**config.mk**
```make
export PLATFORM = sky130hd
export DESIGN_NAME = cwin_decoder
export DESIGN_NICKNAME = d
export VERILOG_FILES = /design/src/rtl/cwin_pkg.sv /design/src/rtl/cwin_regs.sv /design/src/rtl/cwin_match.sv /design/src/rtl/cwin_seq.sv /design/src/rtl/cwin_decoder.sv
export SDC_FILE = /design/constraint.sdc
export NUM_CORES = 2
export LEC_CHECK = 0
export ABC_AREA = 1
export BUFFER_PORTS_ARGS = -buffer_cell sky130_fd_sc_hd__buf_2
export CAP_MARGIN = 15
export CORE_MARGIN = 10
export CORE_UTILIZATION = 30
export DETAILED_ROUTE_END_ITERATION = 7
export PLACE_DENSITY = 0.5
export SYNTH_ARGS = -nofsm -noshare
export SYNTH_HDL_FRONTEND = slang
export SYNTH_SLANG_ARGS = --single-unit
```
**constraint.sdc**
```tcl
create_clock -name clk_i -period 4.3 [get_ports clk_i]
set_clock_uncertainty 0.05 [all_clocks]
set_input_delay 0.645 -clock clk_i [delete_from_list [all_inputs] [get_ports clk_i]]
set_output_delay 0.645 -clock clk_i [all_outputs]
set_load 0.01 [all_outputs]
```
**src/rtl/cwin_pkg.sv**
```systemverilog
package cwin_pkg;

  localparam int OPT_VALID = 0;
  localparam int OPT_WP    = 1;
  localparam int OPT_SOCK  = 2;
  localparam int OPT_SPC   = 3;
  localparam int OPT_WIDE  = 6;
  localparam int STB_LO    = 7;
  localparam int STB_W     = 5;
  localparam int SU_LO     = 12;
  localparam int SU_W      = 4;
  localparam int HO_LO     = 16;
  localparam int HO_W      = 4;
  localparam int SZ_LO     = 27;
  localparam int SZ_W      = 5;

  typedef enum logic [1:0] {
    SPC_COMMON = 2'b00,
    SPC_RSVD   = 2'b01,
    SPC_ATTR   = 2'b10,
    SPC_IO     = 2'b11
  } space_e;

  typedef enum logic [1:0] {
    PH_IDLE   = 2'd0,
    PH_SETUP  = 2'd1,
    PH_STROBE = 2'd2,
    PH_HOLD   = 2'd3
  } phase_e;

  typedef struct packed {
    logic            ok;
    logic [4:0]      lg;
  } size_t;

  typedef struct packed {
    logic [SZ_W-1:0]  size_code;
    logic [HO_W-1:0]  hold;
    logic [SU_W-1:0]  setup;
    logic [STB_W-1:0] strobe;
    logic             wide;
    space_e           space;
    logic             sock;
    logic             wp;
    logic             valid;
  } opt_t;

  function automatic opt_t opt_unpack(input logic [31:0] w);
    opt_t o;
    o.size_code = w[SZ_LO +: SZ_W];
    o.hold      = w[HO_LO +: HO_W];
    o.setup     = w[SU_LO +: SU_W];
    o.strobe    = w[STB_LO +: STB_W];
    o.wide      = w[OPT_WIDE];
    o.space     = space_e'(w[OPT_SPC +: 2]);
    o.sock      = w[OPT_SOCK];
    o.wp        = w[OPT_WP];
    o.valid     = w[OPT_VALID];
    return o;
  endfunction

  function automatic logic [31:0] opt_pack(input opt_t o);
    logic [31:0] w;
    w = '0;
    w[SZ_LO +: SZ_W]   = o.size_code;
    w[HO_LO +: HO_W]   = o.hold;
    w[SU_LO +: SU_W]   = o.setup;
    w[STB_LO +: STB_W] = o.strobe;
    w[OPT_WIDE]        = o.wide;
    w[OPT_SPC +: 2]    = o.space;
    w[OPT_SOCK]        = o.sock;
    w[OPT_WP]          = o.wp;
    w[OPT_VALID]       = o.valid;
    return w;
  endfunction

  // non-linear size code -> log2 of window bytes
  function automatic size_t size_decode(input logic [SZ_W-1:0] code);
    size_t s;
    s.ok = 1'b1;
    unique case (code)
      5'd0:  s.lg = 5'd0;
      5'd1:  s.lg = 5'd1;
      5'd2:  s.lg = 5'd3;
      5'd3:  s.lg = 5'd2;
      5'd4:  s.lg = 5'd7;
      5'd5:  s.lg = 5'd6;
      5'd6:  s.lg = 5'd4;
      5'd7:  s.lg = 5'd5;
      5'd8:  s.lg = 5'd15;
      5'd9:  s.lg = 5'd14;
      5'd10: s.lg = 5'd12;
      5'd11: s.lg = 5'd13;
      5'd12: s.lg = 5'd8;
      5'd13: s.lg = 5'd9;
      5'd14: s.lg = 5'd11;
      5'd15: s.lg = 5'd10;
      5'd20: s.lg = 5'd24;
      5'd21: s.lg = 5'd25;
      5'd23: s.lg = 5'd26;
      5'd24: s.lg = 5'd16;
      5'd25: s.lg = 5'd17;
      5'd26: s.lg = 5'd19;
      5'd27: s.lg = 5'd18;
      5'd28: s.lg = 5'd23;
      5'd29: s.lg = 5'd22;
      5'd30: s.lg = 5'd20;
      5'd31: s.lg = 5'd21;
      default: begin
        s.ok = 1'b0;
        s.lg = 5'd0;
      end
    endcase
    return s;
  endfunction

endpackage

```
**src/rtl/cwin_regs.sv**
```systemverilog
module cwin_regs
  import cwin_pkg::*;
#(
  parameter int N_WIN = 8,
  parameter int IDX_W = $clog2(2 * N_WIN)
) (
  input  logic                   clk_i,
  input  logic                   rst_ni,
  input  logic                   we_i,
  input  logic [IDX_W-1:0]       addr_i,
  input  logic [31:0]            wdata_i,
  output logic [31:0]            rdata_o,
  output logic [N_WIN-1:0][31:0] base_o,
  output opt_t [N_WIN-1:0]       opt_o
);

  localparam int WIN_W = IDX_W - 1;

  for (genvar w = 0; w < N_WIN; w++) begin : g_win
    always_ff @(posedge clk_i or negedge rst_ni) begin
      if (!rst_ni) begin
        base_o[w] <= '0;
        opt_o[w]  <= '0;
      end else if (we_i && addr_i[IDX_W-1:1] == WIN_W'(w)) begin
        if (addr_i[0]) opt_o[w]  <= opt_unpack(wdata_i);
        else           base_o[w] <= wdata_i;
      end
    end
  end

  always_comb begin
    if (addr_i[0]) rdata_o = opt_pack(opt_o[addr_i[IDX_W-1:1]]);
    else           rdata_o = base_o[addr_i[IDX_W-1:1]];
  end

endmodule

```
**src/rtl/cwin_match.sv**
```systemverilog
module cwin_match
  import cwin_pkg::*;
#(
  parameter int N_WIN     = 8,
  parameter int ADDR_W    = 32,
  parameter int BUS_LIMIT = 60,
  parameter int IO_MAX_LG = 16,
  parameter int WIN_W     = $clog2(N_WIN)
) (
  input  logic [ADDR_W-1:0]      addr_i,
  input  logic [N_WIN-1:0][31:0] base_i,
  input  opt_t [N_WIN-1:0]       opt_i,
  output logic                   hit_o,
  output logic [WIN_W-1:0]       idx_o,
  output logic                   wp_o,
  output logic                   sock_o,
  output space_e                 space_o,
  output logic                   wide_o,
  output logic [SU_W-1:0]        su_o,
  output logic [STB_W-1:0]       st_o,
  output logic [HO_W-1:0]        ho_o,
  output logic [ADDR_W-1:0]      off_o
);

  localparam int TOT_W = $clog2((1 << SU_W) + (1 << STB_W) + (1 << HO_W));
  localparam logic [ADDR_W-1:0] PAGE_MASK = {{(ADDR_W-12){1'b1}}, 12'h000};

  logic [N_WIN-1:0]             hit_vec;
  logic [N_WIN-1:0][ADDR_W-1:0] off_vec;

  for (genvar w = 0; w < N_WIN; w++) begin : g_cmp
    size_t             sz;
    logic [ADDR_W-1:0] mask;
    logic [ADDR_W-1:0] base_eff;
    logic [TOT_W-1:0]  total;
    logic              is_io;
    logic              io_big;

    always_comb begin
      sz       = size_decode(opt_i[w].size_code);
      mask     = {ADDR_W{1'b1}} << sz.lg;
      is_io    = (opt_i[w].space == SPC_IO);
      base_eff = is_io ? base_i[w][ADDR_W-1:0] : (base_i[w][ADDR_W-1:0] & PAGE_MASK);
      io_big   = is_io && (sz.lg > 5'(IO_MAX_LG));
      total    = TOT_W'(opt_i[w].setup) + TOT_W'(opt_i[w].strobe) + TOT_W'(opt_i[w].hold);
      hit_vec[w] = opt_i[w].valid && sz.ok && !io_big && (total < TOT_W'(BUS_LIMIT)) &&
                   ((addr_i & mask) == (base_eff & mask));
      off_vec[w] = addr_i & ~mask;
    end
  end

  // lowest index wins
  always_comb begin
    idx_o = '0;
    for (int i = N_WIN - 1; i >= 0; i--) begin
      if (hit_vec[i]) idx_o = WIN_W'(i);
    end
  end

  assign hit_o   = |hit_vec;
  assign wp_o    = opt_i[idx_o].wp;
  assign sock_o  = opt_i[idx_o].sock;
  assign space_o = opt_i[idx_o].space;
  assign wide_o  = opt_i[idx_o].wide;
  assign su_o    = opt_i[idx_o].setup;
  assign st_o    = opt_i[idx_o].strobe;
  assign ho_o    = opt_i[idx_o].hold;
  assign off_o   = off_vec[idx_o];

endmodule

```
**src/rtl/cwin_seq.sv**
```systemverilog
module cwin_seq
  import cwin_pkg::*;
(
  input  logic             clk_i,
  input  logic             rst_ni,
  input  logic             start_i,
  input  logic [SU_W-1:0]  su_i,
  input  logic [STB_W-1:0] st_i,
  input  logic [HO_W-1:0]  ho_i,
  output logic             setup_o,
  output logic             strobe_o,
  output logic             hold_o,
  output logic             busy_o,
  output logic             done_o
);

  localparam int CNT_W = (STB_W > SU_W) ? ((STB_W > HO_W) ? STB_W : HO_W)
                                        : ((SU_W > HO_W) ? SU_W : HO_W);

  phase_e           ph_q, ph_d;
  logic [CNT_W-1:0] cnt_q, cnt_d;
  logic [SU_W-1:0]  su_q, su_s;
  logic [STB_W-1:0] st_q, st_s;
  logic [HO_W-1:0]  ho_q, ho_s;
  logic             done_q, done_d;
  logic             adv;

  // counts come from the request while idle, from the latch afterwards
  assign su_s = (ph_q == PH_IDLE) ? su_i : su_q;
  assign st_s = (ph_q == PH_IDLE) ? st_i : st_q;
  assign ho_s = (ph_q == PH_IDLE) ? ho_i : ho_q;

  always_comb begin
    ph_d   = ph_q;
    cnt_d  = cnt_q;
    done_d = 1'b0;
    adv    = 1'b0;
    if (ph_q == PH_IDLE) adv = start_i;
    else if (cnt_q == '0) adv = 1'b1;
    else cnt_d = cnt_q - CNT_W'(1);
    if (adv) begin
      if (ph_q == PH_IDLE && su_s != '0) begin
        ph_d  = PH_SETUP;
        cnt_d = CNT_W'(su_s) - CNT_W'(1);
      end else if (ph_q < PH_STROBE && st_s != '0) begin
        ph_d  = PH_STROBE;
        cnt_d = CNT_W'(st_s) - CNT_W'(1);
      end else if (ph_q != PH_HOLD && ho_s != '0) begin
        ph_d  = PH_HOLD;
        cnt_d = CNT_W'(ho_s) - CNT_W'(1);
      end else begin
        ph_d   = PH_IDLE;
        cnt_d  = '0;
        done_d = 1'b1;
      end
    end
  end

  always_ff @(posedge clk_i or negedge rst_ni) begin
    if (!rst_ni) begin
      ph_q   <= PH_IDLE;
      cnt_q  <= '0;
      done_q <= 1'b0;
      su_q   <= '0;
      st_q   <= '0;
      ho_q   <= '0;
    end else begin
      ph_q   <= ph_d;
      cnt_q  <= cnt_d;
      done_q <= done_d;
      if (ph_q == PH_IDLE && start_i) begin
        su_q <= su_i;
        st_q <= st_i;
        ho_q <= ho_i;
      end
    end
  end

  assign setup_o  = (ph_q == PH_SETUP);
  assign strobe_o = (ph_q == PH_STROBE);
  assign hold_o   = (ph_q == PH_HOLD);
  assign busy_o   = (ph_q != PH_IDLE);
  assign done_o   = done_q;

endmodule

```
**src/rtl/cwin_decoder.sv**
```systemverilog
module cwin_decoder
  import cwin_pkg::*;
#(
  parameter int N_WIN     = 8,
  parameter int ADDR_W    = 32,
  parameter int BUS_LIMIT = 60,
  parameter int IO_MAX_LG = 16,
  localparam int IDX_W    = $clog2(2 * N_WIN),
  localparam int WIN_W    = $clog2(N_WIN)
) (
  input  logic              clk_i,
  input  logic              rst_ni,
  input  logic              cfg_we_i,
  input  logic [IDX_W-1:0]  cfg_addr_i,
  input  logic [31:0]       cfg_wdata_i,
  output logic [31:0]       cfg_rdata_o,
  input  logic              req_i,
  input  logic              req_write_i,
  input  logic [ADDR_W-1:0] req_addr_i,
  output logic              busy_o,
  output logic [WIN_W-1:0]  win_o,
  output logic              sock_o,
  output logic [1:0]        space_o,
  output logic              wide_o,
  output logic [ADDR_W-1:0] card_off_o,
  output logic              setup_o,
  output logic              strobe_o,
  output logic              hold_o,
  output logic              done_o,
  output logic              wp_err_o
);

  logic [N_WIN-1:0][31:0] base_w;
  opt_t [N_WIN-1:0]       opt_w;

  logic              m_hit, m_wp, m_sock, m_wide;
  logic [WIN_W-1:0]  m_idx;
  space_e            m_space;
  logic [SU_W-1:0]   m_su;
  logic [STB_W-1:0]  m_st;
  logic [HO_W-1:0]   m_ho;
  logic [ADDR_W-1:0] m_off;

  logic seq_busy, take, start;
  logic wp_err_q;

  logic [WIN_W-1:0]  win_q;
  logic              sock_q, wide_q;
  space_e            space_q;
  logic [ADDR_W-1:0] off_q;

  cwin_regs #(.N_WIN(N_WIN), .IDX_W(IDX_W)) u_regs (
    .clk_i   (clk_i),
    .rst_ni  (rst_ni),
    .we_i    (cfg_we_i),
    .addr_i  (cfg_addr_i),
    .wdata_i (cfg_wdata_i),
    .rdata_o (cfg_rdata_o),
    .base_o  (base_w),
    .opt_o   (opt_w)
  );

  cwin_match #(
    .N_WIN(N_WIN), .ADDR_W(ADDR_W), .BUS_LIMIT(BUS_LIMIT),
    .IO_MAX_LG(IO_MAX_LG), .WIN_W(WIN_W)
  ) u_match (
    .addr_i  (req_addr_i),
    .base_i  (base_w),
    .opt_i   (opt_w),
    .hit_o   (m_hit),
    .idx_o   (m_idx),
    .wp_o    (m_wp),
    .sock_o  (m_sock),
    .space_o (m_space),
    .wide_o  (m_wide),
    .su_o    (m_su),
    .st_o    (m_st),
    .ho_o    (m_ho),
    .off_o   (m_off)
  );

  assign take  = req_i && !seq_busy && m_hit;
  assign start = take && !(req_write_i && m_wp);

  cwin_seq u_seq (
    .clk_i    (clk_i),
    .rst_ni   (rst_ni),
    .start_i  (start),
    .su_i     (m_su),
    .st_i     (m_st),
    .ho_i     (m_ho),
    .setup_o  (setup_o),
    .strobe_o (strobe_o),
    .hold_o   (hold_o),
    .busy_o   (seq_busy),
    .done_o   (done_o)
  );

  always_ff @(posedge clk_i or negedge rst_ni) begin
    if (!rst_ni) begin
      wp_err_q <= 1'b0;
      win_q    <= '0;
      sock_q   <= 1'b0;
      wide_q   <= 1'b0;
      space_q  <= SPC_COMMON;
      off_q    <= '0;
    end else begin
      wp_err_q <= take && req_write_i && m_wp;
      if (start) begin
        win_q   <= m_idx;
        sock_q  <= m_sock;
        wide_q  <= m_wide;
        space_q <= m_space;
        off_q   <= m_off;
      end
    end
  end

  assign busy_o     = seq_busy;
  assign wp_err_o   = wp_err_q;
  assign win_o      = win_q;
  assign sock_o     = sock_q;
  assign wide_o     = wide_q;
  assign space_o    = space_q;
  assign card_off_o = off_q;

endmodule

```
Yosys cells after proc, flatten, opt, wreduce, memory -nomap -nowiden:

Index checks and enable logic that the tools add are counted.

* multiplexer cells: 59
* shift operators: 8
* bitwise operators: 33
* reductions and logical operators: 109
* eq/ne operators: 237
* $lt $le $gt $ge: 19
* add/sub/neg operators: 20

Operators by type and width (number)
* $pmux 5 s26: 8
* $and 32x32->32: 24
* $eq 5x5->1 const B: 88
* $eq 5x4->1 const B: 64
* $eq 32x32->1: 8
* $not 32->32: 8
* $shl 32x5->32 const A: 8
* $reduce_or 27->1: 8
* $bmux 32 s3: 2
* $eq 5x3->1 const B: 32
* $bmux 24 s3: 2
* $mux 12: 8
* $mux 32: 3
* $eq 5x2->1 const B: 16
* $logic_and 1x1->1: 58
* $add 4x5->6: 8
* $add 6x4->6: 8
* $lt 6x6->1 const B: 8
* $logic_not 5->1: 9
* $eq 5x1->1 const B: 8
* $gt 5x5->1 const B: 8
* $mux 5: 7
* $reduce_and 2->1: 17
* $mux 24: 1
* 24 further kinds: 74

* word-level logic and storage cells: 577
* output and inout bits: 77
* register bits: 509
* bits of input ports: 73

Longest topological paths before layout:

* depth after elaboration: 25
* gate-level depth with buffers: 45
* depth with buffers taken out: 42

Cells and area by module:

Synthesis repeated with hierarchy kept, for this count alone.

* cell total of the unflattened synthesis: 6666
* area, all modules: 41471.0 um^2

By module, submodules not included
* cwin_regs: times used 1, sequential area each 11210.8 um^2, cells each 2652, area an instance 20463.4 um^2
* cwin_match: times used 1, sequential area each 0.0 um^2, cells each 3633, area an instance 17825.8 um^2
* cwin_decoder: times used 1, sequential area each 1001.0 um^2, cells each 176, area an instance 1620.3 um^2
* cwin_seq: times used 1, sequential area each 525.5 um^2, cells each 205, area an instance 1561.5 um^2

Least setup slack after synthesis:

OpenSTA, ideal clock, no wires.

* path type: register -> register
* from: reg u_regs.opt_o[127] (netlist bit)
* to: reg u_seq.cnt_q[3]
* library setup time: 73 ps
* path buffers: 2
* required time: 4177 ps
* data arrival time: 4273 ps
* period minus slack after synthesis: 4396 ps
* setup slack: -96 ps
* cell stages (with the launch flop): 37
* cells stage by stage: dfrtp_1 -> fa_1 -> a21boi_0 -> fa_1 -> nor3b_1 -> nand2_1 -> o21bai_1 -> nor2_1 -> nand2_1 -> nor2_1 -> nand2_1 -> nor2_1 -> nand3_1 -> nand2_1 -> nand2_1 -> nand2_1 -> nand2_2 -> nand2_4 -> nand2_8 -> buf_6 -> buf_6 -> o211ai_1 -> nand3_1 -> nand2_1 -> nand2_1 -> o21ai_2 -> ha_1 -> inv_1 -> nor2_1 -> nand2_2 -> nand2_4 -> nand2_2 -> nand2_1 -> nand2_1 -> nand2_1 -> nand2_1 -> a21oi_2

* cells in the longest elaborated chain, start to end: 20
* elaborated cells between the ends (all ways): 38
* classes of those cells: add/sub: 5; order compare: 1; eq/ne: 2; mux: 16; reduce/logical: 14

Ends and longest elaborated chain
* start: declaration: RTL line cwin_regs.sv:14 `output opt_t [N_WIN-1:0] opt_o`
* start signal: indexed assignment: RTL line cwin_regs.sv:25 `if (addr_i[0]) opt_o[w] <= opt_unpack(wdata_i);`
* parallel branches: the longest is 20 deep, another holds $add 4x5->6
* end signal: assignment: RTL line cwin_seq.sv:69 `cnt_q <= cnt_d;`
* end: declaration: RTL line cwin_seq.sv:21 `logic [CNT_W-1:0] cnt_q, cnt_d;`

Parallel ways; which one is timed is not known. The select of a mux whose other input is x is not followed.
A chain may end at the register's enable or synchronous reset.

Worst setup path in the final report:

* from: reg u_regs.opt_o[127] (netlist bit)
* to: reg space_q[0] (netlist: space_o[0])

* cells in the longest elaborated chain, start to end: 16
* elaborated cells between the ends (all ways): 18
* classes of those cells: add/sub: 2; order compare: 1; mux: 8; reduce/logical: 7

Ends and longest elaborated chain
* $add 4x5->6 (*): RTL line cwin_match.sv:45 `total = TOT_W'(opt_i[w].setup) + TOT_W'(opt_i[w].strobe) + TOT_W'(opt_i[w].hold);`
* $add 6x4->6 (*): RTL line cwin_match.sv:45
* $lt 6x6->1 (*): RTL line cwin_match.sv:46 `hit_vec[w] = opt_i[w].valid && sz.ok && !io_big && (total < TOT_W'(BUS_LIMIT)) &&`
* $logic_and 1x1->1 (*) (2 in a row): RTL line cwin_match.sv:46
* $mux 3 (6 in a row): RTL line cwin_match.sv:56 `if (hit_vec[i]) idx_o = WIN_W'(i);`
* $bmux 24 s3: RTL line cwin_match.sv:61, cwin_match.sv:63
* $mux 19
* $logic_and 1x1->1: RTL line cwin_decoder.sv:83 `assign start = take && !(req_write_i && m_wp);`
* $logic_not 1->1: RTL line cwin_decoder.sv:83
* $logic_and 1x1->1: RTL line cwin_decoder.sv:83
* end signal: assignment: RTL line cwin_decoder.sv:113 `space_q <= m_space;`
* end: declaration: RTL line cwin_decoder.sv:49 `space_e space_q;`

Every way passes the cells marked *; elsewhere a longest branch is shown, timed or not. The select of a mux whose other input is x is not followed.

==> impl_metrics.py <==
metrics = {
    "sta": {
        "max_freq_mhz": 207,
        "setup_ws_ns": -0.542,
        "drv_slew": 0,
        "whs_ns": 0.00171,
        "period_share_pct": 113,
        "rsz0062_at_grt": "true",
        "min_period_ns": 4.84,
        "tightest_slew_ns": 1.27,
        "hold_viol_final": 0,
        "finalSetupViolCount": 60,
        "slew_headroom_pct": 15.0,
    },
    "route": {
        "wl_per_cell_microns": 27.8,
        "initialDrtViolationCount": 5840,
        "first_pass_iters": 6,
        "wirelength_mm": 219,
        "drc_errors": 0,
        "wl_met2_mm": 92.6,
        "ant_nets": 0,
        "vias": 42800,
        "met3_length_mm": 20.7,
        "routed_via_density": 5.43,
        "topRoutingLayerUsed": "met4",
        "routedLengthMet1_mm": 91.5,
    },
    "placed_design": {
        "dpl_worst_slack_ns": -0.665,
        "port_buffers": 148,
        "gp_congestion": 1.12,
        "placedCellCount": 7706,
        "hpwlAfterDp_mm": 170,
    },
    "cts": {
        "clock-sinks": 508,
        "cts-root-buf": "clkbuf_16",
        "clock_latency_ns": 0.68,
        "cts_tree": "yes",
        "cts_buffers": 67,
        "cts_buffer_depth": 3,
        "cts.clk_slew.worst_paths_ns": 0.06,
        "htree_levels": 3,
    },
    "final_layout": {
        "fill_cells": 12500,
        "final_cell_mix": "nand2_1, buf_4, o21ai_0, dfrtp_1, inv_1",
        "syn2layout_area_growth_pct": 39.9,
        "layout-drive-gt1-share_pct": 28.3,
        "fin_nets": 6369,
        "multi_input_area_sq_mm": 0.0209,
        "final_cells": 7885,
        "layout_commonest_cell": "nand2_1",
        "final_util_pct": 42.2,
        "seq_area_sq_mm": 0.0127,
    },
    "power_and_ir_drop": {
        "power_mw": 24.5,
        "worst_ir_drop_vdd_mv": 0.354,
        "powerDensity_mw_per_mm2": 485,
        "cellLeakagePower_nw": 24.9,
    },
    "logic_synthesis": {
        "ys_ff_latch": 508,
        "syn_area_per_cell_sq_um": 7.02,
        "synth_area_sq_mm": 0.0361,
        "async_flop_share_pct": 100,
        "synth_cells": 5141,
        "synthesis.nets": 5285,
        "ys_seq_area_share_pct": 35.2,
        "ys_types": 77,
        "synth-main-ff-cell": "dfrtp_1",
        "synth_edf_count": 0,
        "yosysWarnings": 0,
    },
    "global_route": {
        "grt_pass1_vias": 40600,
        "grt_usage_pct": 31.3,
        "antenna_found_initial": 3,
        "grt_pass1_wl_mm": 306,
        "grt_max_degree": 87,
        "grt_overflow_total": 0,
    },
    "worst_setup_path": {
        "r2r_setup_slack_ns": -0.54,
        "slowest_stage": "fa_1",
        "path_class": "reg2reg",
        "end_kind": "flop",
        "start_kind": "flop",
        "path_common_cell": "nand2_1",
        "max_stage_delay_ns": 0.55,
        "worstPathArrival_ns": 5.31,
        "required_ns": 4.77,
        "worstPathMaxFanout": 10,
    },
    "status": {
        "status": "finished with violations",
        "violations": "negative setup slack",
    },
    "floorplanning": {
        "die_h_microns": 367,
        "die_w_microns": 367,
        "initial_core_util_pct": 30.1,
        "ioPinCount": 150,
        "rows": 127,
        "die-area_sq_mm": 0.134,
        "core_area_sq_mm": 0.120,
    },
    "job": {
        "cap_viol_max_count": 0,
    },
    "hold_path": {
        "hold_class": "in2async",
    },
}
==> synth_stat cells, types with 12 or more instances <==
library cell  count  area (sq um)
ha_1             39           488
nand3_2          13           130
o21ai_1          33           165
fa_1             32           641
clkinv_1         17          63.8
o22ai_1          75           469
inv_2            63           236
buf_6            14           158
buf_2            56           280
clkbuf_1        206           773
o211ai_1         45           338
a22oi_1          61           458
nor3_1           39           195
o221ai_1         19           166
a221oi_1         24           210
nand2_2          33           206
nand3b_1         20           150
o311ai_0         34           298
buf_4            24           180
nand3_1         330          1650
buf_1            12          45.0
xnor2_1          32           280
a31oi_1          20           125
or2_2            16           100
nor2_2           28           175
inv_1           368          1380
o2111ai_1        13           114
nand2_1        1472          5530
xor2_1          190          1660
dfrtp_1         508         12700
o21ai_0         595          2980
a21oi_1         148           741
nand4_1          80           500
nor2_1          363          1360
a211oi_1         15           113
==> routing by layer <==
metal / global-route usage, % / vias to the layer above
met3: 6.08 / 429
met2: 46.9 / 2326
met4: 16.5 / 0
met5: 0 / -
met1: 42.3 / 20800
li1: - / 19300
==> final cells by class <==
type / instances / share of cell area (%)
multi-input cells: 3869 / 41.5
flip-flops and latches: 508 / 25.2
repair buffers: 1329 / 21.4
well taps: 1612 / 4.00
clock buffers: 90 / 3.73
inverters: 450 / 3.38
clock inverters: 25 / 0.764
diodes: 2 / 0.00992
==> cells by family after synthesis <==
| family | Yosys count | synth area share [%] |
|---|---|---|
| compound gates | 1140 | 18.6 |
| xor+xnor | 222 | 5.39 |
| fa+ha+maj | 71 | 3.13 |
| buf+inv | 764 | 8.74 |
| flops | 508 | 35.2 |
| other cells | 1 | 0.0104 |
| simple gates | 2435 | 28.9 |
==> critical path: cells and delay by family, from the launching register on <==
family / cells / cell delay (ns)
simple gates: 17 / 1.68
fa+ha+maj: 2 / 1.00
buf+inv: 7 / 0.91
compound gates: 6 / 0.64
flops: 1 / 0.40
==> what timing repair did <==
action	in CTS	in global routing
endpoints found under the setup margin	59	60
gates resized for setup	173	72
hold buffers	0	0
pin swaps	39	27
gates cloned	10	3
buffers inserted	37	13
==> power breakdown <==
part | total [mW] | leakage (nW) | switching, mW | internal, mW
Sequential | 6.55 | 6.50 | 0.906 | 5.65
Clock | 5.96 | 1.11 | 2.45 | 3.51
Combinational | 12.0 | 17.3 | 7.01 | 4.94
==> sequential cells by signal, indices dropped and copies added, names as in the netlist, 2 cells and up <==
name / cells
card_off_o: 31
space_o: 2
u_regs.base_o: 256
u_regs.opt_o: 192
u_seq.cnt_q: 5
u_seq.ho_q: 4
u_seq.ph_q: 2
u_seq.st_q: 5
u_seq.su_q: 4
win_o: 3
==> final timing paths <==
kind / from / to / depth (start not counted)
min reg2reg: card_off_o[22] / card_off_o[22] / 2
max reg2reg: u_regs.opt_o[127] / space_o[0] / 32
min: rst_ni / u_regs.base_o[166] / 1
min in group clk_i: cfg_wdata_i[26] / u_regs.base_o[154] / 3
max: u_regs.opt_o[127] / space_o[0] / 32
max in group asynchronous: rst_ni / u_regs.base_o[150] / 2
==> per-stage QoR <==
step	area, sq um	setup TNS [ns]
2_1_floorplan	36100	0
3_3_place_gp	46500	-19.63
3_5_place_dp	46500	-20.93
4_1_cts	50000	-16.20
5_1_grt	50500	-41.29
6_report	50500	-26.69
(Power assumes the default switching activity.)
